$ cat src/rtl/pss_pkg.sv
package pss_pkg;
  localparam int NUM_EVT = 5;
  localparam int STW     = 3;

  typedef enum logic [STW-1:0] {
    ST_NORMAL = 3'd0,
    ST_HALT   = 3'd1,
    ST_STOPG  = 3'd2,
    ST_QSTART = 3'd3,
    ST_SNOOP  = 3'd4,
    ST_SLEEP  = 3'd5,
    ST_DEEP   = 3'd6,
    ST_BINIT  = 3'd7
  } pstate_e;

  localparam int EV_FLUSH = 0;
  localparam int EV_SMI   = 1;
  localparam int EV_INIT  = 2;
  localparam int EV_INTR  = 3;
  localparam int EV_NMI   = 4;
endpackage

$ cat src/rtl/pss_svc_arb.sv
module pss_svc_arb
  import pss_pkg::*;
#(
  parameter int N = NUM_EVT
) (
  input  logic [N-1:0] req,
  output logic [N-1:0] gnt
);
  // service order, highest first
  localparam int ORDER [NUM_EVT] = '{EV_NMI, EV_SMI, EV_INIT, EV_FLUSH, EV_INTR};

  always_comb begin
    logic found;
    gnt   = '0;
    found = 1'b0;
    for (int k = 0; k < N; k++) begin
      if (!found && req[ORDER[k]]) begin
        gnt[ORDER[k]] = 1'b1;
        found         = 1'b1;
      end
    end
  end
endmodule

$ cat src/rtl/pss_pend.sv
module pss_pend
  import pss_pkg::*;
#(
  parameter int N = NUM_EVT
) (
  input  logic         clk,
  input  logic         rst_n,
  input  logic         clr,
  input  logic         cap_en,
  input  logic         svc_en,
  input  logic [N-1:0] evt_in,
  output logic [N-1:0] pend_q,
  output logic [N-1:0] svc_q
);
  logic [N-1:0] gnt;
  logic [N-1:0] take;

  pss_svc_arb #(.N(N)) u_arb (.req(pend_q), .gnt(gnt));

  assign take = svc_en ? gnt : '0;

  always_ff @(posedge clk or negedge rst_n) begin
    if (!rst_n) begin
      pend_q <= '0;
      svc_q  <= '0;
    end else if (clr) begin
      pend_q <= '0;
      svc_q  <= '0;
    end else begin
      svc_q  <= take;
      pend_q <= (pend_q & ~take) | (cap_en ? evt_in : '0);
    end
  end


  svc_onehot_chk: assert property (@(posedge clk) disable iff (!rst_n)
    $onehot0(svc_q));


  svc_from_pend_chk: assert property (@(posedge clk) disable iff (!rst_n)
    (svc_q != '0) |-> (($past(pend_q) & svc_q) == svc_q));


  svc_clears_pend_chk: assert property (@(posedge clk) disable iff (!rst_n)
    (svc_q != '0) |-> ((pend_q & svc_q) == '0));
endmodule

$ cat src/rtl/pss_fsm.sv
module pss_fsm
  import pss_pkg::*;
(
  input  logic    clk,
  input  logic    rst_n,
  input  logic    stop_req,
  input  logic    sleep_req,
  input  logic    core_rst,
  input  logic    bus_init,
  input  logic    clk_run,
  input  logic    snoop_req,
  input  logic    bus_quiet,
  input  logic    qs_strap,
  input  logic    halt_i,
  input  logic    any_evt,
  output pstate_e state_q
);
  pstate_e state_d, ret_q, ret_d;
  logic    qs_mode_q;
  pstate_e park_st;

  assign park_st = qs_mode_q ? ST_QSTART : ST_STOPG;

  always_comb begin
    state_d = state_q;
    ret_d   = ret_q;
    unique case (state_q)
      ST_NORMAL: begin
        if (stop_req)    state_d = park_st;
        else if (halt_i) state_d = ST_HALT;
      end
      ST_HALT: begin
        if (snoop_req) begin
          state_d = ST_SNOOP;
          ret_d   = ST_HALT;
        end else if (stop_req)           state_d = park_st;
        else if (any_evt || core_rst)    state_d = ST_NORMAL;
      end
      ST_STOPG: begin
        if (snoop_req) begin
          state_d = ST_SNOOP;
          ret_d   = ST_STOPG;
        end else if (bus_init)  state_d = ST_BINIT;
        else if (!stop_req)     state_d = ST_NORMAL;
        else if (sleep_req)     state_d = ST_SLEEP;
      end
      ST_QSTART: begin
        if (snoop_req) begin
          state_d = ST_SNOOP;
          ret_d   = ST_QSTART;
        end else if (!clk_run)  state_d = ST_DEEP;
        else if (!stop_req)     state_d = ST_NORMAL;
      end
      ST_SNOOP:  if (!snoop_req && bus_quiet) state_d = ret_q;
      ST_SLEEP:  if (!sleep_req) state_d = ST_STOPG;
      ST_DEEP:   if (clk_run) state_d = ST_QSTART;
      ST_BINIT:  if (!bus_init) state_d = stop_req ? ST_STOPG : ST_NORMAL;
      default:   state_d = ST_NORMAL;
    endcase
  end

  always_ff @(posedge clk or negedge rst_n) begin
    if (!rst_n) begin
      state_q   <= ST_NORMAL;
      ret_q     <= ST_HALT;
      qs_mode_q <= 1'b0;
    end else begin
      state_q <= state_d;
      ret_q   <= ret_d;
      if (core_rst) qs_mode_q <= qs_strap;
    end
  end


  sleep_entry_chk: assert property (@(posedge clk) disable iff (!rst_n)
    (state_q == ST_SLEEP && $past(state_q) != ST_SLEEP) |-> $past(state_q) == ST_STOPG);


  deep_entry_chk: assert property (@(posedge clk) disable iff (!rst_n)
    (state_q == ST_DEEP && $past(state_q) != ST_DEEP) |-> $past(state_q) == ST_QSTART);


  snoop_exit_chk: assert property (@(posedge clk) disable iff (!rst_n)
    ($past(state_q) == ST_SNOOP && state_q != ST_SNOOP) |->
      (state_q == ST_HALT || state_q == ST_STOPG || state_q == ST_QSTART));
endmodule

$ cat src/rtl/pwr_state_seq.sv
module pwr_state_seq
  import pss_pkg::*;
(
  input  logic                clk,
  input  logic                rst_n,
  input  logic                stop_req,
  input  logic                sleep_req,
  input  logic                core_rst,
  input  logic                bus_init,
  input  logic                clk_run,
  input  logic                snoop_req,
  input  logic                bus_quiet,
  input  logic                qs_strap,
  input  logic                halt_i,
  input  logic [NUM_EVT-1:0]  evt_i,
  output logic [STW-1:0]      state_o,
  output logic [NUM_EVT-1:0]  pend_o,
  output logic [NUM_EVT-1:0]  svc_o
);
  pstate_e st;
  logic    cap_en, svc_en;

  pss_fsm u_fsm (
    .clk(clk), .rst_n(rst_n), .stop_req(stop_req), .sleep_req(sleep_req),
    .core_rst(core_rst), .bus_init(bus_init), .clk_run(clk_run),
    .snoop_req(snoop_req), .bus_quiet(bus_quiet), .qs_strap(qs_strap),
    .halt_i(halt_i), .any_evt(|evt_i), .state_q(st)
  );

  assign cap_en = (st == ST_STOPG) || (st == ST_HALT);
  assign svc_en = (st == ST_NORMAL);

  pss_pend #(.N(NUM_EVT)) u_pend (
    .clk(clk), .rst_n(rst_n), .clr(core_rst), .cap_en(cap_en),
    .svc_en(svc_en), .evt_in(evt_i), .pend_q(pend_o), .svc_q(svc_o)
  );

  assign state_o = st;


  qs_no_latch_chk: assert property (@(posedge clk) disable iff (!rst_n)
    (st == ST_QSTART && !core_rst) |=> $stable(pend_o));


  svc_only_normal_chk: assert property (@(posedge clk) disable iff (!rst_n)
    (svc_o != '0) |-> $past(st) == ST_NORMAL);
endmodule

$ cat config.mk
export PLATFORM = sky130hd
export DESIGN_NAME = pwr_state_seq
export DESIGN_NICKNAME = d
export VERILOG_FILES = /design/src/rtl/pss_pkg.sv /design/src/rtl/pss_svc_arb.sv /design/src/rtl/pss_pend.sv /design/src/rtl/pss_fsm.sv /design/src/rtl/pwr_state_seq.sv
export SDC_FILE = /design/constraint.sdc
export NUM_CORES = 1
export LEC_CHECK = 0
export ABC_CLOCK_PERIOD_IN_PS = 2950
export BUFFER_PORTS_ARGS = -buffer_cell sky130_fd_sc_hd__buf_2
export CORE_ASPECT_RATIO = 1.25
export CORE_MARGIN = 2
export CORE_UTILIZATION = 53
export DETAILED_ROUTE_END_ITERATION = 16
export HOLD_SLACK_MARGIN = 0.1
export PLACE_DENSITY = 0.83
export SETUP_SLACK_MARGIN = 0.5
export SYNTH_ARGS = -nofsm -noshare
export SYNTH_HDL_FRONTEND = slang
export SYNTH_SLANG_ARGS = --single-unit
export TNS_END_PERCENT = 100
$ cat constraint.sdc
create_clock -name clk -period 2.95 [get_ports clk]
set_input_delay 0.59 -clock clk [delete_from_list [all_inputs] [get_ports clk]]
set_output_delay 0.59 -clock clk [all_outputs]
set_load 0.03 [all_outputs]
**Word level (Yosys, flattened, before mapping)**

Cells that the tools add are included.

- Output and inout port bits: 13
- Bits in registers: 17
- Logic and storage cells: 78
- Input bits: 16

- Bitwise operators: 3
- Muxes and demuxes: 35
- Equal/unequal tests: 18
- Reduce and logical (&&, ||, !) cells: 17

Operators by type and width:

| kind | number |
|---|---|
| 2-to-1 mux 3 bit | 19 |
| case mux 3 bit (8 select lines) | 1 |
| 2-to-1 mux 5 bit | 4 |
| == test 3 bit, second input constant | 4 |
| != test 2 bit, second input constant | 6 |
| 2-to-1 mux 1 bit | 9 |
| case mux 3 bit (3 select lines) | 1 |
| AND reduction 8 bit | 1 |
| == test 3 x 2 -> 1 bit, second input constant | 2 |
| AND 5 bit | 1 |
| logical AND 1 bit | 5 |
| logical NOT 1 bit | 5 |
| != test 5 bit, second input constant | 1 |
| NOT 5 bit | 1 |
| OR 5 bit | 1 |
| OR reduction 5 bit | 1 |
| != test 4 x 3 -> 1 bit, second input constant | 1 |
| != test 4 bit, second input constant | 1 |
| AND reduction 4 bit | 1 |
| == test 3 x 1 -> 1 bit, second input constant | 1 |
| logical NOT 3 bit | 1 |
| != test 3 bit, second input constant | 1 |
| nonzero test 3 bit | 1 |
| logical OR 1 bit | 2 |
| 2 further kinds | 2 |

**Longest topological paths before layout**

Gate-level depths: netlist (run 1).

- Depth in word-level cells: 18
- Depth in mapped cells: 7

**Cells and area by module**

A second synthesis (run 1) with hierarchy kept.

- Cells, all modules: 106
- Area, all modules: 975.9 µm²

Modules (own cells, without submodules):

| module | cells each | seq. area each (µm²) | times used | area each (µm²) |
|---|---|---|---|---|
| pss_fsm | 57 | 151.4 | 1 | 489.2 |
| pss_pend | 37 | 250.2 | 1 | 401.6 |
| pss_svc_arb | 6 | 0.0 | 1 | 55.1 |
| pwr_state_seq | 6 | 0.0 | 1 | 30.0 |

**Least setup slack after synthesis (run 1)**

Ideal clock, no wire load.

- Kind: input -> register
- Start: in snoop_req
- End: reg u_fsm.state_q[0]
- Arrival: 1597 ps
- Setup slack: 1250 ps
- Cell stages on the path: 6
- Data required time: 2846 ps
- Buffers on the path: 1
- Cell sequence: buf_6 or3b_1 o32ai_2 a21boi_2 o22ai_1 o41ai_2

- Cells in the longest elaborated chain, start to end: 4
- Elaborated cells on any way between the ends: 11
- Those cells by class: eq/ne: 4; mux: 4; reduce/logical: 3

RTL lines:

| what | RTL line | text |
|---|---|---|
| start: declaration | pwr_state_seq.sv:11 | `input logic snoop_req,` |
| logical NOT 1 bit | pss_fsm.sv:54 | `ST_SNOOP: if (!snoop_req && bus_quiet) state_d = ret_q;` |
| logical AND 1 bit | pss_fsm.sv:54 |  |
| != test 2 x 1 -> 1 bit (no source line) | n/a |  |
| AND reduction 8 bit (no source line) | n/a |  |
| end signal: assignment | pss_fsm.sv:68 | `state_q <= state_d;` |
| end: declaration | pss_fsm.sv:16 | `output pstate_e state_q` |

Several ways; a longest one is shown, not always the timed one.
A chain may end at the register's enable or synchronous reset.

**Worst setup path in the final report (run 1)**

- Start: reg u_fsm.state_q[0]
- End: out state_o[0]

RTL lines:

| what | RTL line | text |
|---|---|---|
| end: declaration | pwr_state_seq.sv:16 | `output logic [STW-1:0] state_o,` |

No word-level cell between the ends.

==> results of run 1 <==
-- kinds of logic (layout without fill, tap and decap cells) --
logic type / Yosys count / after routing / synth area share, %
AOI/OAI and AO/OA: 29 / 29 / 21.9
xor gates and xnor gates: 1 / 1 / 0.960
buffers and inverters: 7 / 33 / 4.53
DFF: 16 / 16 / 44.0
muxes: 1 / 1 / 1.23
and+or+nand+nor: 42 / 42 / 27.3
-- report_power, final --
part	internal, mW	switching (mW)	leakage (nW)
Sequential	0.286	0.133	0.207
Combinational	0.214	0.299	0.265
Clock	0.0753	0.0696	0.0210
Total	0.575	0.502	0.494
-- final cells by class --
cell class,count,area share [%]
multi-input combinational,73,43.7
sequential,16,37.4
timing repair buffer,28,13.1
clock buffer,4,3.38
tap,18,2.10
inverter,1,0.350
-- cells in the final DEF (no fill, tap or decap), types with 3 or more instances in the layout --
master,count
nand2_1,11
nor2b_1,3
buf_2,28
nor3b_1,3
nor3_1,3
a21oi_1,8
clkbuf_4,3
nor2_1,9
dfrtp_1,15
o21ai_0,7
-- worst max-delay path by stage --
stage / start / to / slack [ns] / cells after the start
after floorplan: snoop_req / u_fsm.state_q[0]$_DFFE_PN0P_ / 1.25 / 6
after global routing: u_fsm.state_q[0]$_DFFE_PN0P_ / u_fsm.state_q[0]$_DFFE_PN0P_ / 0.83 / 5
after CTS: u_fsm.state_q[0]$_DFFE_PN0P_ / state_o[0] / 1.0 / 1
final: u_fsm.state_q[0]$_DFFE_PN0P_ / state_o[0] / 1.01 / 1
after global placement: u_fsm.state_q[0]$_DFFE_PN0P_ / u_fsm.state_q[0]$_DFFE_PN0P_ / 1.13 / 5
after detailed placement: u_fsm.state_q[0]$_DFFE_PN0P_ / u_fsm.state_q[0]$_DFFE_PN0P_ / 1.05 / 5
-- sequential cells by signal, summed over array words and instances, names as in the netlist --
register / flops
u_fsm.ret_q: 2
u_pend.pend_q: 5
u_fsm.qs_mode_q: 1
u_fsm.state_q: 3
u_pend.svc_q: 5
-- layer usage --
layer | track usage (%) | wire (µm)
met1 | 27.2 | 845
met5 | 0 | 0
met2 | 38.5 | 985
met3 | 3.98 | 107
met4 | 9.68 | 34
-- cell usage after synthesis (all sizes together), types with 3 or more instances --
cell type,count
nand2,11
nor2b,3
nor4,3
nor2,9
or2,3
o21ai,7
nor3b,3
buf,5
nor3,4
dfrtp,15
a21oi,8
==> impl_results.md, run 1 <==
- Status: finished clean
- Max-cap violations: 0
- Maximum vdd ir drop: 0.549 mV
- Root Buffer: clkbuf_4
- CTS tree: done
- Avg Cell Area, Syn: approximately 9.5 µm²
- Final Hold Fails: 0
- Die Wd: slightly above 40 µm
- Min Tclk post-route: 1.94 ns
- Register area: between 400 and 500 µm²
- Synth area leaders: dfrtp_1 41%, nand2_1 4.5%, a21oi_1 4.4%
- Hold buffer count at CTS: 0
- Buf/Inv on CP: 1
- RSZ-0062 raised after global routing: no
- Total GRT Usage: a little under a quarter
- Register area share after synthesis: around 44%
- Placer Congestion: 0.785
- Post-synthesis register bit count: 16
- Die Ht: 50.4 µm
- Vias in the first global route: 786
- Worst setup margin: 1.01 ns
- Max Fanout on Critical Path: 21
- Setup bufs post-CTS: 0
- Die Area: 2070 µm²
- Drt pass-1 iters: 4
- CP Launch Type: flop
- R2r worst-path depth: 5
- Via count: ~840
- YS warnings: 0
- Diode count: 0
- Cts repair resizes: 0
- Hold Crit Class: in -> async
- Final number of max-transition violations: 0
- Crit path largest cell delay: ~0.75 ns
- Initial antenna violation count: 0
- H-tree depth: 1
- I/O pin count: 29
- Leading area contributor after synthesis: dfrtp_1
- Leakage: 0.494 nW
- Share of layout cells above drive strength 1: about a third
- Arr. time, crit path: ~1.4 ns
- Global route overflow: 0
- Top delay family on crit path: flip-flops
- R2r endpoint: u_fsm.state_q[0]$_DFFE_PN0P_
- Placement-stage cell area: 1040 µm²
- Drt wl/cell: around 14 µm
- Post-synth cell types: 38
- Pin count of the biggest net entering global routing: 22
- Post-Syn Area: between 900 and 1000 µm²
- EDFF count, synth: 0
- Data required time of the critical path: 2.36 ns
- Total chip power: around 1.1 mW
- Setup WS pre-CTS: ~1.1 ns
- Number of antenna-violating nets in the routed design: 0
- Iteration-0 DRC Markers: 15
- Final worst-path cycle share: 65.8%
- Multi-input gate area: 469 µm²
- Fin cells: 140
- Worst-path clk slew: 0.09 ns
- Post-synth top flop: dfrtp_1
- PwrDens: ~1000 nW/µm²
- Fin Clk Skew: approximately 0.0063 ns
- Setup violators final: 0
- R2r setup slk: between 1 and 1.5 ns
- Setup TNS after final layout: 0 ns
- Design Area, Final: around 1100 µm²
- Worst Tran Pin Value: ~0.62 ns
- Initial Util: a little under three fifths
- DR DRC count: 0
- WHS: approximately 0.19 ns
- Max clock buf depth: 2
- Synth top area share: between 40% and 50%
- CP Cell Sequence: buf_2
- # fillers: 143
- CP Capture Type: primary output
- Achievable frequency: a little over 500 MHz
- Global-route wire length before repair: 3.28 mm
- Core Rows: 16
- Core Util, Final: approximately two thirds
- Rel. slew slack: 58.3%
- Syn nets: about 110
- Core Box Area: between 1500 and 2000 µm²
- Port Buffers: 28
- Placed cells: between 100 and 150
- Post-Route WL: a little under 2 mm
- Async SR Flop Fraction: between 90% and 100%
- RR Startpoint: u_fsm.state_q[0]$_DFFE_PN0P_
- Final net count: ~140
- WS Path Type: reg -> out
- Worst skew pair latency: 0.29 ns
- Synth Instances: 96
- Post-DP HPWL: approximately 1.5 mm
- Clock Sinks: 16
- Area grow syn2layout: 17.7%
- Vias per cell: 6.02
- CP max stage cell: dfrtp_1
- CTS Buf Count: 3
Power figures use the tool's default switching activity.
==> run 2, diff against run 1 <==
--- a/config.mk
+++ b/config.mk
@@ -5,14 +5,15 @@
 export SDC_FILE = /design/constraint.sdc
 export NUM_CORES = 1
 export LEC_CHECK = 0
-export ABC_CLOCK_PERIOD_IN_PS = 2950
+export ABC_AREA = 1
+export ABC_CLOCK_PERIOD_IN_PS = 1710
 export BUFFER_PORTS_ARGS = -buffer_cell sky130_fd_sc_hd__buf_2
 export CORE_ASPECT_RATIO = 1.25
 export CORE_MARGIN = 2
-export CORE_UTILIZATION = 53
+export CORE_UTILIZATION = 46
 export DETAILED_ROUTE_END_ITERATION = 16
 export HOLD_SLACK_MARGIN = 0.1
-export PLACE_DENSITY = 0.83
+export PLACE_DENSITY = 0.74
 export SETUP_SLACK_MARGIN = 0.5
 export SYNTH_ARGS = -nofsm -noshare
 export SYNTH_HDL_FRONTEND = slang
==> constraint.sdc (replaced) <==
create_clock -name clk -period 1.71 [get_ports clk]
set_input_delay 0.342 -clock clk [delete_from_list [all_inputs] [get_ports clk]]
set_output_delay 0.342 -clock clk [all_outputs]
set_load 0.03 [all_outputs]
==> impl_results.md, run 2 <==
- Status: finished clean (unchanged)
- Initial Util: 49.1% (was 57.0%)
- Min Tclk post-route: roughly 1.3 ns
- Syn nets: 171 (was 112)
- Synth area leaders: dfrtp_1 35%, nand2_1 11%, nor2_1 7.6% (was dfrtp_1 41%, nand2_1 4.5%, a21oi_1 4.4%)
- I/O pin count: 29 (unchanged)
- Die Ht: 58.3 µm (was 50.4 µm)
- R2r endpoint: u_fsm.state_q[2]$_DFFE_PN0P_ (was u_fsm.state_q[0]$_DFFE_PN0P_)
- Total GRT Usage: 21.7% (was 23.0%)
- Placement-stage cell area: 1240 µm² (was 1040 µm²)
- Final worst-path cycle share: 78.5%
- Fin Clk Skew: 0.0151 ns (was 0.00628 ns)
- RSZ-0062 raised after global routing: yes (was no)
- Max clock buf depth: 2 (unchanged)
- Global-route wire length before repair: 4.35 mm (was 3.28 mm)
- Clock Sinks: 16 (unchanged)
- # fillers: 207 (was 143)
- Die Area: 2770 µm² (was 2070 µm²)
- Drt pass-1 iters: 4 (unchanged)
- Arr. time, crit path: 1.55 ns (was 1.35 ns)
- Gate power share: 63.4% (was 47.6%)
- Placer Congestion: 0.892 (was 0.785)
- Flop pwr share: 25.4% (was 38.9%)
- Achievable frequency: between 700 and 800 MHz
- Worst skew pair latency: 0.31 ns (was 0.29 ns)
- Async SR Flop Fraction: 100% (unchanged)
- Iteration-0 DRC Markers: 75 (was 15)
- Data required time of the critical path: 1.92 ns (was 2.36 ns)
- Post-DP HPWL: 2.00 mm (was 1.48 mm)
- R2r setup slk: 0.37 ns (was 1.05 ns)
- P_int: 1.24 mW (was 575 µW)
- Rel. slew slack: 75.2% (was 58.3%)
- Register area share after synthesis: 37.0% (was 44.0%)
- Port Buffers: 28 (unchanged)
- Register area: 405 µm² (was 402 µm²)
- Switching pwr: 1.17 mW (was 502 µW)
- H-tree depth: 1 (unchanged)
- R2r worst-path depth: 9 (was 5)
- Worst-path clk slew: 0.11 ns (was 0.09 ns)
- Setup TNS after final layout: 0 ns (unchanged)
- Post-synthesis register bit count: 16 (unchanged)
- Hold Crit Class: in -> reg (was in -> async)
- Worst Tran Pin Value: 0.371 ns (was 0.625 ns)
- Root Buffer: clkbuf_4 (unchanged)
- Area grow syn2layout: 36.1% (was 17.7%)
- PwrDens: 1630 nW/µm² (was 1000 nW/µm²)
- Max Fanout on Critical Path: 9 (was 21)
- Via count: 1169 (was 843)
- RR Startpoint: u_fsm.state_q[0]$_DFFE_PN0P_ (unchanged)
- Leading area contributor after synthesis: dfrtp_1 (unchanged)
- CTS Buf Count: 3 (unchanged)
- YS warnings: 0 (unchanged)
- Leakage: 0.760 nW (was 0.494 nW)
- Final net count: 210 (was 139)
- Design Area, Final: 1480 µm² (was 1070 µm²)
- Clock network power share: 11.2% (was 13.5%)
- Maximum vdd ir drop: 1.36 mV (was 0.549 mV)
- CTS tree: done (unchanged)
- EDFF count, synth: 0 (unchanged)
- Multi-input gate area: 614 µm² (was 469 µm²)
- Net Sw Frac: 48.6% (was 46.6%)
- Die Wd: 47.4 µm (was 41.1 µm)
- Global route overflow: 0 (unchanged)
- CP Launch Type: flop (unchanged)
- Synth Instances: 155 (was 96)
- Setup violators final: 0 (unchanged)
- Critical Path Start: u_fsm.state_q[0]$_DFFE_PN0P_ (unchanged)
- Commonest cells after routing, fill and taps aside: 29 x nand2_1, 21 x nor2_1, 20 x buf_2 (was 28 x buf_2, 15 x dfrtp_1, 11 x nand2_1)
- Initial antenna violation count: 0 (unchanged)
- CP Capture Type: flop (was primary output)
- Critical path endpoint: u_fsm.state_q[2]$_DFFE_PN0P_ (was state_o[0])
- Pin count of the biggest net entering global routing: 17 (was 22)
- Vias in the first global route: 998 (was 786)
- WS Path Type: reg -> reg (was reg -> out)
- Core Box Area: 2210 µm² (was 1600 µm²)
- Core Rows: 19 (was 16)
- Avg Cell Area, Syn: 7.00 µm² (was 9.50 µm²)
- Max-cap violations: 0 (unchanged)
- Post-Syn Area: 1080 µm² (was 912 µm²)
- Count leader, synth: nand2_1 (was dfrtp_1)
- Top Registers: u_pend.pend_q x5, u_pend.svc_q x5, u_fsm.state_q x3 (unchanged)
- Final number of max-transition violations: 0 (unchanged)
- Most common cell after layout, fill and taps aside: nand2_1 (was buf_2)
- Diode count: 0 (unchanged)
- Synth cell count leaders: 31 x nand2_1, 22 x nor2_1, 15 x dfrtp_1, 15 x inv_1, 15 x nand3_1 (was 15 x dfrtp_1, 11 x nand2_1, 9 x nor2_1, 8 x a21oi_1, 7 x o21ai_0)
- Synth top area share: 34.6% (was 41.2%)
- Final Hold Fails: 0 (unchanged)
- DR DRC count: 0 (unchanged)
- Number of antenna-violating nets in the routed design: 0 (unchanged)
- Drt wl/cell: 12.6 µm (was 14.1 µm)
- Vias per cell: 5.22 (was 6.02)
- Post-synth cell types: 25 (was 38)
- Share of layout cells above drive strength 1: 38.9% (was 33.6%)
- Post-synth top flop: dfrtp_1 (unchanged)
- Post-Route WL: 2.82 mm (was 1.97 mm)
[run 2: cell count changes after synthesis, sizes merged, moves of 2 or more]
| cell | change |
|---|---|
| nand3 | +17 |
| or2 | -3 |
| nand4 | +5 |
| nor2b | -3 |
| o21ai | +3 |
| nor4b | -2 |
| a211oi | -2 |
| nor2 | +17 |
| inv | +22 |
| o21bai | +2 |
| a22oi | -2 |
| nand2 | +24 |
| nor3b | -3 |
[run 2: power groups by stage]
stage | registers [mW] | clock network (mW) | logic, mW
2_1_floorplan | 0.734 | 0 | 0.801
3_3_place_gp | 0.686 | 0 | 1.04
3_5_place_dp | 0.689 | 0 | 1.06
4_1_cts | 0.601 | 0.274 | 1.42
5_1_grt | 0.624 | 0.283 | 1.65
6_report | 0.612 | 0.271 | 1.53
[run 2: logic make-up after synthesis]
kind of cell / share of synthesized area [%]
compound gates: 11.3
buf+inv: 11.9
flops: 37.0
simple gates: 39.8
[run 2: repair_timing]
action                                  4_1_cts  5_1_grt
buffers inserted                              7        1
gates cloned                                  1        0
gates resized for setup                      15       17
endpoints found under the hold margin        15        0
hold buffers                                  1        0
endpoints found under the setup margin       16       22
pin swaps                                     1        8
[run 2: through the flow]
stage	setup WS (ns)	util, %	cells	power [mW]	hold WS (ns)
global route	0.298	66.8	224	2.56	0.250
CTS	0.380	63.8	223	2.30	0.248
global placement	0.348	56.0	210	1.73	0.278
floorplan	0.400	-	155	1.54	0.0464
finish	0.368	66.8	224	2.41	0.237
detailed placement	0.358	56.0	210	1.75	0.276
[run 2: worst min-delay path by stage]
stage               startpoint                     endpoint  cells after the start
global placement         rst_n   u_fsm.ret_q[1]$_DFFE_PN0P_                      1
finish                qs_strap  u_fsm.qs_mode_q$_DFFE_PN0P_                      3
CTS                   qs_strap  u_fsm.qs_mode_q$_DFFE_PN0P_                      3
global route          qs_strap  u_fsm.qs_mode_q$_DFFE_PN0P_                      3
detailed placement       rst_n    u_pend.svc_q[2]$_DFF_PN0_                      1
floorplan                rst_n  u_fsm.qs_mode_q$_DFFE_PN0P_                      0
[run 2: layer usage]
layer	GRT usage, %	vias up	share of wire, %
met5	0	-	0
met4	9.13	0	0.99
met3	3.37	3	5.5
met2	32.0	54	50
met1	31.2	525	44
li1	-	587	-
[run 2: worst max-delay path: stages, from the launching register on]
cell and delay, ns:
dfrtp_2 0.45, buf_12 0.15, nor2_4 0.16, nand2_4 0.09
inv_4 0.09, nand2_2 0.05, nand2_2 0.05, nand2_2 0.07
nand2_1 0.07, o21bai_1 0.06
[run 2: area by class of cell]
| type | count | share of cell area [%] |
|---|---|---|
| Multi-Input combinational cell | 113 | 41.6 |
| Sequential cell | 16 | 27.5 |
| Timing Repair Buffer | 37 | 19.3 |
| Tap cell | 31 | 2.63 |
| Clock buffer | 4 | 2.46 |
| Inverter | 23 | 6.53 |
